**src/rtl/ufi_pkg.sv**
```systemverilog
package ufi_pkg;

   localparam logic [2:0] ADR_DATA  = 3'd0;
   localparam logic [2:0] ADR_IEN   = 3'd1;
   localparam logic [2:0] ADR_IDCTL = 3'd2;
   localparam logic [2:0] ADR_LSTAT = 3'd5;

   typedef enum logic [3:0] {
      IID_NONE = 4'h1,
      IID_TXE  = 4'h2,
      IID_RXD  = 4'h4,
      IID_TOUT = 4'hC
   } iid_e;

   function automatic logic [4:0] trig_level(input logic [1:0] sel);
      case (sel)
         2'b00:   return 5'd1;
         2'b01:   return 5'd4;
         2'b10:   return 5'd8;
         default: return 5'd14;
      endcase
   endfunction

endpackage

```
**src/rtl/ufi_fifo.sv**
```systemverilog
module ufi_fifo #(
   parameter int DEPTH       = 16,
   parameter int WIDTH       = 8,
   parameter bit DROP_OLDEST = 1'b0,
   localparam int PW = $clog2(DEPTH),
   localparam int CW = $clog2(DEPTH + 1)
) (
   input  logic             clk,
   input  logic             rst_n,
   input  logic             flush,
   input  logic             single,
   input  logic             push,
   input  logic [WIDTH-1:0] din,
   input  logic             pop,
   output logic [WIDTH-1:0] dout,
   output logic [CW-1:0]    count,
   output logic             ovf
);

   if (DEPTH < 2 || (DEPTH & (DEPTH - 1)) != 0) begin : g_depth_chk
      $error("ufi_fifo: DEPTH must be a power of two of at least 2");
   end

   logic [WIDTH-1:0] mem [DEPTH];
   logic [PW-1:0]    rp, wp;
   logic [CW-1:0]    cnt;
   logic             full, do_pop, room, accept, advance_rd;

   assign full   = single ? (cnt != '0) : (cnt == CW'(DEPTH));
   assign do_pop = pop & (cnt != '0);
   assign room   = ~full | do_pop;

   if (DROP_OLDEST) begin : g_evict
      assign accept     = push & ~flush;
      assign advance_rd = do_pop | (push & ~room);
      assign ovf        = 1'b0;
   end else begin : g_reject
      assign accept     = push & room & ~flush;
      assign advance_rd = do_pop;
      assign ovf        = push & ~room & ~flush;
   end

   always_ff @(posedge clk or negedge rst_n) begin
      if (!rst_n) begin
         rp  <= '0;
         wp  <= '0;
         cnt <= '0;
      end else if (flush) begin
         rp  <= '0;
         wp  <= '0;
         cnt <= '0;
      end else begin
         if (accept)     wp <= wp + 1'b1;
         if (advance_rd) rp <= rp + 1'b1;
         cnt <= cnt + CW'(accept) - CW'(advance_rd);
      end
   end

   always_ff @(posedge clk) begin
      if (accept) mem[wp] <= din;
   end

   assign dout  = mem[rp];
   assign count = cnt;

   p_bound_r3: assert property (@(posedge clk) disable iff (!rst_n)
      cnt <= CW'(DEPTH));

   if (DROP_OLDEST) begin : g_evict_chk
      p_evict_keeps_count_r4: assert property (@(posedge clk) disable iff (!rst_n)
         (push && full && !do_pop && !flush) |=> (cnt == $past(cnt)));
   end else begin : g_reject_chk
      p_drop_keeps_count_r3: assert property (@(posedge clk) disable iff (!rst_n)
         (push && full && !do_pop && !flush) |=> (cnt == $past(cnt) && rp == $past(rp)));
   end

endmodule

```
**src/rtl/ufi_char_timer.sv**
```systemverilog
module ufi_char_timer #(
   parameter int LIMIT = 400,
   localparam int TW = $clog2(LIMIT + 1)
) (
   input  logic clk,
   input  logic rst_n,
   input  logic enable,
   input  logic clear,
   input  logic restart,
   input  logic ack,
   input  logic has_data,
   output logic pending
);

   if (LIMIT < 2) begin : g_limit_chk
      $error("ufi_char_timer: LIMIT too small");
   end

   logic [TW-1:0] tcnt;

   always_ff @(posedge clk or negedge rst_n) begin
      if (!rst_n) begin
         tcnt    <= '0;
         pending <= 1'b0;
      end else if (clear || !enable) begin
         tcnt    <= '0;
         pending <= 1'b0;
      end else if (restart || ack) begin
         tcnt <= '0;
         if (ack) pending <= 1'b0;
      end else if (!has_data) begin
         tcnt    <= '0;
         pending <= 1'b0;
      end else if (tcnt == TW'(LIMIT - 1)) begin
         pending <= 1'b1;
      end else begin
         tcnt <= tcnt + 1'b1;
      end
   end

   p_pend_needs_data_r7: assert property (@(posedge clk) disable iff (!rst_n)
      pending |-> has_data);
   p_ack_clears_r7: assert property (@(posedge clk) disable iff (!rst_n)
      ack |=> !pending);
   p_rise_at_limit_r7: assert property (@(posedge clk) disable iff (!rst_n)
      $rose(pending) |-> ($past(tcnt) == TW'(LIMIT - 1)));

endmodule

```
**src/rtl/ufi_irq_prio.sv**
```systemverilog
module ufi_irq_prio
   import ufi_pkg::*;
#(
   parameter int CW = 5
) (
   input  logic          fifo_on,
   input  logic [1:0]    ien,
   input  logic [1:0]    trig,
   input  logic [CW-1:0] rx_cnt,
   input  logic          tout,
   input  logic          thre,
   output iid_e          iid,
   output logic          irq
);

   logic src_to, src_rx, src_tx;

   assign src_to = ien[0] & fifo_on & tout;
   assign src_rx = ien[0] & (rx_cnt != '0) &
                   (~fifo_on | (rx_cnt >= CW'(trig_level(trig))));
   assign src_tx = ien[1] & thre;

   always_comb begin
      if (src_to)      iid = IID_TOUT;
      else if (src_rx) iid = IID_RXD;
      else if (src_tx) iid = IID_TXE;
      else             iid = IID_NONE;
   end

   assign irq = src_to | src_rx | src_tx;

endmodule

```
**src/rtl/uart_fifo_intc.sv**
```systemverilog
module uart_fifo_intc
   import ufi_pkg::*;
#(
   parameter int DEPTH     = 16,
   parameter int CLK_HZ    = 50_000_000,
   parameter int BAUD      = 9600,
   parameter int CHAR_BITS = 10,
   localparam int CHAR_CLKS = CLK_HZ / BAUD * CHAR_BITS,
   localparam int TO_LIMIT  = 4 * CHAR_CLKS,
   localparam int CW        = $clog2(DEPTH + 1)
) (
   input  logic       clk,
   input  logic       rst_n,
   input  logic [2:0] addr,
   input  logic       wr_en,
   input  logic       rd_en,
   input  logic [7:0] wdata,
   output logic [7:0] rdata,
   input  logic       rx_valid,
   input  logic [7:0] rx_data,
   input  logic       rx_break,
   output logic       tx_valid,
   output logic [7:0] tx_data,
   input  logic       tx_take,
   input  logic       tx_busy,
   output logic       irq
);

   if (DEPTH < 16) begin : g_depth_chk
      $error("uart_fifo_intc: DEPTH must cover the top trigger level");
   end
   if (CLK_HZ < BAUD * CHAR_BITS) begin : g_clk_chk
      $error("uart_fifo_intc: clock too slow for the character rate");
   end

   logic          fifo_on, oe, bi, temt;
   logic [1:0]    trig, ien;
   logic          thr_wr, ien_wr, ctl_wr, data_rd, lstat_rd;
   logic          rx_flush, tx_flush, rx_push, rx_pop, rx_ovf, tx_pop;
   logic [7:0]    rx_din, rx_head, lstat;
   logic [CW-1:0] rx_cnt, tx_cnt;
   logic          dr, thre, tout;
   iid_e          iid;

   assign thr_wr   = wr_en & (addr == ADR_DATA);
   assign ien_wr   = wr_en & (addr == ADR_IEN);
   assign ctl_wr   = wr_en & (addr == ADR_IDCTL);
   assign data_rd  = rd_en & (addr == ADR_DATA);
   assign lstat_rd = rd_en & (addr == ADR_LSTAT);

   assign rx_flush = ctl_wr & (wdata[1] | (wdata[0] ^ fifo_on));
   assign tx_flush = ctl_wr & (wdata[2] | (wdata[0] ^ fifo_on));
   assign rx_push  = rx_valid | rx_break;
   assign rx_din   = rx_break ? 8'h00 : rx_data;
   assign dr       = (rx_cnt != '0);
   assign rx_pop   = data_rd & dr;
   assign thre     = (tx_cnt == '0);
   assign tx_valid = ~thre;
   assign tx_pop   = tx_take & tx_valid;

   ufi_fifo #(.DEPTH(DEPTH), .WIDTH(8), .DROP_OLDEST(1'b0)) u_rxq (
      .clk(clk), .rst_n(rst_n), .flush(rx_flush), .single(~fifo_on),
      .push(rx_push), .din(rx_din), .pop(rx_pop),
      .dout(rx_head), .count(rx_cnt), .ovf(rx_ovf)
   );

   logic tx_ovf_unused;
   ufi_fifo #(.DEPTH(DEPTH), .WIDTH(8), .DROP_OLDEST(1'b1)) u_txq (
      .clk(clk), .rst_n(rst_n), .flush(tx_flush), .single(~fifo_on),
      .push(thr_wr), .din(wdata), .pop(tx_pop),
      .dout(tx_data), .count(tx_cnt), .ovf(tx_ovf_unused)
   );

   ufi_char_timer #(.LIMIT(TO_LIMIT)) u_timer (
      .clk(clk), .rst_n(rst_n), .enable(fifo_on), .clear(rx_flush),
      .restart(rx_push), .ack(rx_pop), .has_data(dr), .pending(tout)
   );

   ufi_irq_prio #(.CW(CW)) u_prio (
      .fifo_on(fifo_on), .ien(ien), .trig(trig), .rx_cnt(rx_cnt),
      .tout(tout), .thre(thre), .iid(iid), .irq(irq)
   );

   always_ff @(posedge clk or negedge rst_n) begin
      if (!rst_n) begin
         fifo_on <= 1'b0;
         trig    <= 2'b00;
         ien     <= 2'b00;
         oe      <= 1'b0;
         bi      <= 1'b0;
         temt    <= 1'b1;
      end else begin
         if (ctl_wr) begin
            fifo_on <= wdata[0];
            trig    <= wdata[7:6];
         end
         if (ien_wr) ien <= wdata[1:0];

         if (rx_ovf)        oe <= 1'b1;
         else if (lstat_rd) oe <= 1'b0;

         if (rx_flush)                               bi <= 1'b0;
         else if (rx_break)                          bi <= 1'b1;
         else if (rx_pop && rx_cnt == CW'(1))        bi <= 1'b0;

         if (thr_wr) temt <= 1'b0;
         else        temt <= thre & ~tx_busy;
      end
   end

   assign lstat = {1'b0, temt, thre, bi, 2'b00, oe, dr};

   always_comb begin
      case (addr)
         ADR_DATA:  rdata = dr ? rx_head : 8'h00;
         ADR_IEN:   rdata = {6'b0, ien};
         ADR_IDCTL: rdata = {fifo_on, fifo_on, 2'b00, iid};
         ADR_LSTAT: rdata = lstat;
         default:   rdata = 8'h00;
      endcase
   end

   p_thr_write_r5: assert property (@(posedge clk) disable iff (!rst_n)
      thr_wr |=> (!lstat[5] && !lstat[6]));
   p_break_sets_r6: assert property (@(posedge clk) disable iff (!rst_n)
      (rx_break && !rx_flush) |=> (lstat[4] && lstat[0]));
   p_ovf_flag_r3: assert property (@(posedge clk) disable iff (!rst_n)
      rx_ovf |=> lstat[1]);
   p_empty_read_r8: assert property (@(posedge clk) disable iff (!rst_n)
      (data_rd && !dr && !rx_push) |=> (rx_cnt == '0 && $stable(bi)));
   p_tout_first_r9: assert property (@(posedge clk) disable iff (!rst_n)
      (tout && fifo_on && ien[0]) |-> (iid == IID_TOUT && irq));
   p_rx_reset_r10: assert property (@(posedge clk) disable iff (!rst_n)
      rx_flush |=> (rx_cnt == '0 && !tout));

endmodule

```
**config.mk**
```make
export PLATFORM = sky130hd
export DESIGN_NAME = uart_fifo_intc
export DESIGN_NICKNAME = d
export VERILOG_FILES = /design/src/rtl/ufi_pkg.sv /design/src/rtl/ufi_fifo.sv /design/src/rtl/ufi_char_timer.sv /design/src/rtl/ufi_irq_prio.sv /design/src/rtl/uart_fifo_intc.sv
export SDC_FILE = /design/constraint.sdc
export NUM_CORES = 1
export LEC_CHECK = 0
export BUFFER_PORTS_ARGS = -buffer_cell sky130_fd_sc_hd__buf_2
export CAP_MARGIN = 25
export CORE_MARGIN = 2
export CORE_UTILIZATION = 45
export CTS_CLUSTER_SIZE = 40
export DETAILED_ROUTE_END_ITERATION = 7
export GPL_ROUTABILITY_DRIVEN = 0
export HOLD_SLACK_MARGIN = 0.15
export PLACE_DENSITY = 0.66
export SETUP_SLACK_MARGIN = 0.02
export SLEW_MARGIN = 20
export SYNTH_ARGS = -nofsm -noshare
export SYNTH_HDL_FRONTEND = slang
export SYNTH_HIERARCHICAL = 1
export SYNTH_SLANG_ARGS = --single-unit
```
**constraint.sdc**
```tcl
create_clock -name clk -period 2.9 [get_ports clk]
set_clock_uncertainty 0.1 [all_clocks]
set_input_delay 0.58 -clock clk [delete_from_list [all_inputs] [get_ports clk]]
set_output_delay 0.58 -clock clk [all_outputs]
set_load 0.01 [all_outputs]
```
==> results of run 1 <==
==> final timing paths <==
path | end | slack [ps] | depth (start not counted)
worst max-delay path | rdata[3] | -370 | 10
worst min-delay path | bi | 220 | 2
worst max register to register | u_rxq/count[4] | -290 | 18
max in group asynchronous | u_rxq/count[1] | 1610 | 3
min in group asynchronous | u_timer/tcnt[7] | 480 | 2
worst min register to register | oe | 380 | 1
==> critical path: cells and delay by family, from the launching register on <==
kind	cells	cell delay, ps
flops	1	480
mux	1	180
simple gates	2	250
buf+inv	3	490
compound gates	4	630
==> layout by cell type (no fill, tap or decap), drive strengths merged, types with 4 or more instances in the layout <==
cell / count
buf: 179
xnor2: 11
and4: 5
a22oi: 25
nor2: 45
nor3b: 10
clkbuf: 38
nor2b: 23
a21oi: 20
nor3: 12
clkinv: 13
xor2: 7
or2: 4
nand2b: 10
nor4: 4
mux4: 48
or3: 4
nand4: 12
and2: 24
ha: 27
mux2i: 40
dfrtp: 52
edfxtp: 256
mux2: 10
and4b: 5
nand3: 13
o21ai: 20
a221oi: 16
nand2: 50
inv: 36
==> timing repair <==
action | 4_1_cts | 5_1_grt
gates resized for setup | 69 | 72
hold buffers | 2 | 0
buffers inserted | 22 | 17
pin swaps | 45 | 62
hold endpoints to repair | 26 | 0
endpoints found under the setup margin | 19 | 34
gates cloned | 5 | 3
==> power breakdown <==
part / internal (uW) / switching [uW]
logic: 2780 / 2600
registers: 5160 / 312
clock network: 2140 / 1630
==> metrics by stage <==
stage / hold slack (ps) / util
floorplan: 184 / -
global placement: 364 / 0.496
detailed placement: 371 / 0.496
CTS: 198 / 0.547
global route: 202 / 0.560
finish: 215 / 0.560
==> sequential cells by signal, summed over array words and instances (netlist names) <==
| signal | flops |
|---|---|
| u_rxq/wp | 4 |
| u_txq/wp | 4 |
| u_txq/rp | 4 |
| oe | 1 |
| u_timer/tcnt | 18 |
| ien | 2 |
| u_txq/count | 5 |
| u_rxq/count | 5 |
| trig | 2 |
| u_timer/pending | 1 |
| u_txq/mem | 128 |
| u_rxq/rp | 4 |
| temt | 1 |
| bi | 1 |
| fifo_on | 1 |
| u_rxq/mem | 128 |
==> cell type report <==
| class | instances | area, um2 |
|---|---|---|
| clock inverter | 19 | 155 |
| multi-input combinational | 486 | 4820 |
| tap | 396 | 495 |
| inverter | 34 | 135 |
| sequential | 309 | 9020 |
| timing repair buffer | 182 | 1560 |
| fill | 2373 | 13400 |
| clock buffer | 37 | 798 |
==> routing by layer <==
layer / track usage / vias to the layer above / wire length, um
met2: 0.329 / 158 / 15300
met4: 0.0464 / 0 / 584
met3: 0.0257 / 38 / 1100
met5: 0 / - / 0
met1: 0.256 / 4107 / 13300
li1: - / 3712 / -
==> results.txt, run 1 <==
Status = finished, violations left
Failing checks = setup timing
Starting Density = 0.455
CTS sink cnt = 309
Drt wl/cell = 20.7 um
R2r startpoint = u_rxq/count[3]
Largest net degree at the start of global routing = 33
Max frequency = 306 MHz
Nets = 1,100
Worst path cell trace = buf_6 -> clkbuf_16 -> mux2i_2 -> a221oi_4 -> a22oi_1 -> nand2_1 -> nor2b_1 -> o21ai_1 -> a21oi_2 -> buf_2
Vias in the first global route = 8,306
Via count = 8,015
Vias per cell = 5.48
Dpl cell area = 15,100 um2
# setup viols final = 25
Final instance area = 17,000 um2
Crit-path max FO = 6
Slowest cell on the critical path = dfrtp_2
First-pass GRT wire length = 46,700 um
Initial antenna violation count = 0
Worst EP arrival = 2590 ps
Chip Width = 179 um
Clk_lat worst skew = 560 ps
Root Buffer = clkbuf_16
I/O pins = 45
Least-Margin Pin Slew = 695 ps
Setup TNS = -3330 ps
Inst Count DP = 1,360
Tot Pwr = 14,600 uW
Core Region = 30,300 um2
Syn_nets = 927
Number of DRC markers in iteration 0 = 587
Antenna Diode Count = 0
Die Height = 179 um
Die area = 32,100 um2
Slew HR = 0.535
Final Worst Setup Slack = -367 ps
DRC viols = 0
Critical Path Source = u_rxq/rp[0]
Total GRT Usage = 0.191
GR Overflow Total = 0
CP peak stage delay = 480 ps
Final critical-path share of the clock period = 1.13
VDD IR max = 0.000560 V
Number of detailed-route iterations in the first pass = 5
Non-filler cells, final = 1,463
Post-Syn Area per Cell = 15.8 um2
Area grow syn2layout = 23.1%
Port Buf Inserts = 44
Hpwl dp = 20,000 um
Fin. max-slew vios = 0
YS warnings = 6
Pleak = 0.00619 uW
P per Cell Area = 861 nW/um2
Final WL = 30,300 um
Row count = 64
ANT nets after route = 0
Max-Cap Viols = 0
Endpoint class of the critical path = primary output
Layout cells sized above 1 = 0.384
Post-place setup slack = -144 ps
Post-route minimum period = 3270 ps
Hold_sp = rd_en
CTS tree = yes
Hold Crit Class = in2reg
Post-Syn Instances = 871
Worst Setup Path Type = reg2out
CP required = 2220 ps
Cell Area, Synth = 13,800 um2
CTS Buf Count = 31
Clk slew on worst S/H paths = 60 ps
Clk buf depth = 3
H-tree Lvls = 1
Startpoint types = flip-flop
Hold Fails Final Rpt = 0
RSZ-0062 raised after global routing = yes
(Power assumes the default switching activity.)
==> run 2: changes to the inputs <==
--- a/config.mk
+++ b/config.mk
@@ -15,6 +15,7 @@
 export HOLD_SLACK_MARGIN = 0.15
 export PLACE_DENSITY = 0.66
 export SETUP_SLACK_MARGIN = 0.02
+export SKIP_CTS_REPAIR_TIMING = 1
 export SLEW_MARGIN = 20
 export SYNTH_ARGS = -nofsm -noshare
 export SYNTH_HDL_FRONTEND = slang
==> results.txt, run 2 (synthesis gave the netlist of run 1 again) <==
I/O pins = 45
Regs by FF count = u_rxq/mem: 128 flops, u_txq/mem: 128 flops, u_timer/tcnt: 18 flops
Slew HR = 0.537
CTS Buf Count = 31
Worst Setup Path Type = reg2out
Least-Margin Pin Slew = 692 ps
Failing checks = setup timing
Fin. max-slew vios = 0
Clk buf depth = 3
Hpwl dp = 20,000 um
Endpoint class of the critical path = primary output
Final critical-path share of the clock period = 1.12
Setup TNS = -2910 ps
Most common cell after layout, fill and taps aside = edfxtp_1
Core Region = 30,300 um2
Total GRT Usage = 0.183
Hold Worst Slack = 217 ps
Antenna Diode Count = 0
Layout cells sized above 1 = 0.350
Vias per cell = 5.47
RSZ-0062 raised after global routing = yes
CTS sink cnt = 309
CP peak stage delay = 430 ps
Starting Density = 0.455
P per Cell Area = 857 nW/um2
WHS Endpoint = bi
Row count = 64
Number of DRC markers in iteration 0 = 689
Worst path buffer plus inverter count = 3
CTS tree = yes
First-pass GRT wire length = 44,900 um
Slowest cell on the critical path = dfrtp_1
Clk_lat worst skew = 560 ps
Drt wl/cell = 20.4 um
Hold_sp = rd_en
Worst EP arrival = 2580 ps
Hold Crit Class = in2reg
Nets = 1,085
Final Worst Setup Slack = -355 ps
Post-route minimum period = 3260 ps
CP required = 2220 ps
Chip Width = 179 um
Number of detailed-route iterations in the first pass = 5
DRC viols = 0
Crit-path max FO = 11
# setup viols final = 15
Post-place setup slack = -144 ps
Root Buffer = clkbuf_16
Via count = 7,923
H-tree Lvls = 1
Pleak = 0.00610 uW
Status = finished, violations left
Largest net degree at the start of global routing = 33
ANT nets after route = 0
Final WL = 29,500 um
Initial antenna violation count = 0
Worst path cell trace = buf_4 -> and2_4 -> buf_12 -> a221oi_4 -> a22oi_1 -> nand2_1 -> nor2b_1 -> o21ai_1 -> a21oi_2 -> buf_2
Port Buf Inserts = 44
Hold path depth = 2
Hold Fails Final Rpt = 0
Vias in the first global route = 8,058
Commonest cells after routing, fill and taps aside = 256 x edfxtp_1, 96 x buf_4, 49 x nand2_1, 49 x dfrtp_1, 45 x mux4_2
Max-Cap Viols = 0
CP top delay family = compound AO/OA/AOI/OAI gates
Clk slew on worst S/H paths = 60 ps
Reg2reg setup slack = -50 ps
Startpoint types = flip-flop
R2r startpoint = u_rxq/count[3]
Area grow syn2layout = 21.1%
FF-to-FF path depth = 16
VDD IR max = 0.000557 V
Die area = 32,100 um2
Max frequency = 307 MHz
Die Height = 179 um
Reg2reg end = u_rxq/count[4]
GR Overflow Total = 0
==> run 2: cell count changes in the layout (fill, tap and decap cells not counted), sizes merged <==
cell    before  now
buf        179  161
clkbuf      38   41
==> run 2: area by class of cell <==
type | instances | area [um2]
multi-input combinational | 486 | 4740
fill | 2404 | 13600
clock inverter | 19 | 155
clock buffer | 37 | 798
timing repair buffer | 167 | 1370
inverter | 34 | 135
tap | 396 | 495
sequential | 309 | 9020
==> run 2: per-layer routing <==
layer  part of all wire  up-vias  track usage
met3              0.036       43       0.0240
met5                  0        -            0
met4              0.022        0       0.0444
li1                   -     3675            -
met1               0.43     4055        0.248
met2               0.51      150        0.314
==> run 2: how the worst max path moves through the flow <==
stage	depth (start not counted)	start	slack, ps	endpoint
after floorplan	15	addr[0]	-140	u_rxq/count[4]
after global placement	15	u_txq/count[1]	-110	u_txq/count[4]
after detailed placement	15	u_txq/count[1]	-140	u_txq/count[4]
after CTS	8	u_rxq/rp[1]	-610	rdata[2]
after global routing	9	u_rxq/count[3]	-510	rdata[0]
final	10	u_rxq/rp[1]	-360	rdata[7]
==> run 2: through the flow <==
| stage | cell area (um2) | cells | power (uW) | util |
|---|---|---|---|---|
| floorplan | 13900 | 871 | 8460 | - |
| global placement | 15000 | 1357 | 9650 | 0.496 |
| detailed placement | 15100 | 1360 | 9720 | 0.496 |
| CTS | 16000 | 1416 | 13500 | 0.528 |
| global route | 16700 | 1448 | 15000 | 0.550 |
| finish | 16700 | 1448 | 14300 | 0.550 |
==> run 2: worst register-to-register path: cells and delay by family, from the launching register on <==
kind	cells	cell delay, ps
adder cells (fa/ha/maj)	4	790
AO/OA/AOI/OAI	3	470
AND/OR/NAND/NOR	4	450
flip-flops	1	390
multiplexers	1	350
buffers and inverters	4	290
==> run 2: power breakdown <==
part | internal [uW] | leakage [uW] | total (uW) | switching [uW]
clock | 2140 | 0.000466 | 3760 | 1630
sequential | 5160 | 0.00299 | 5470 | 313
combinational | 2600 | 0.00264 | 5080 | 2480
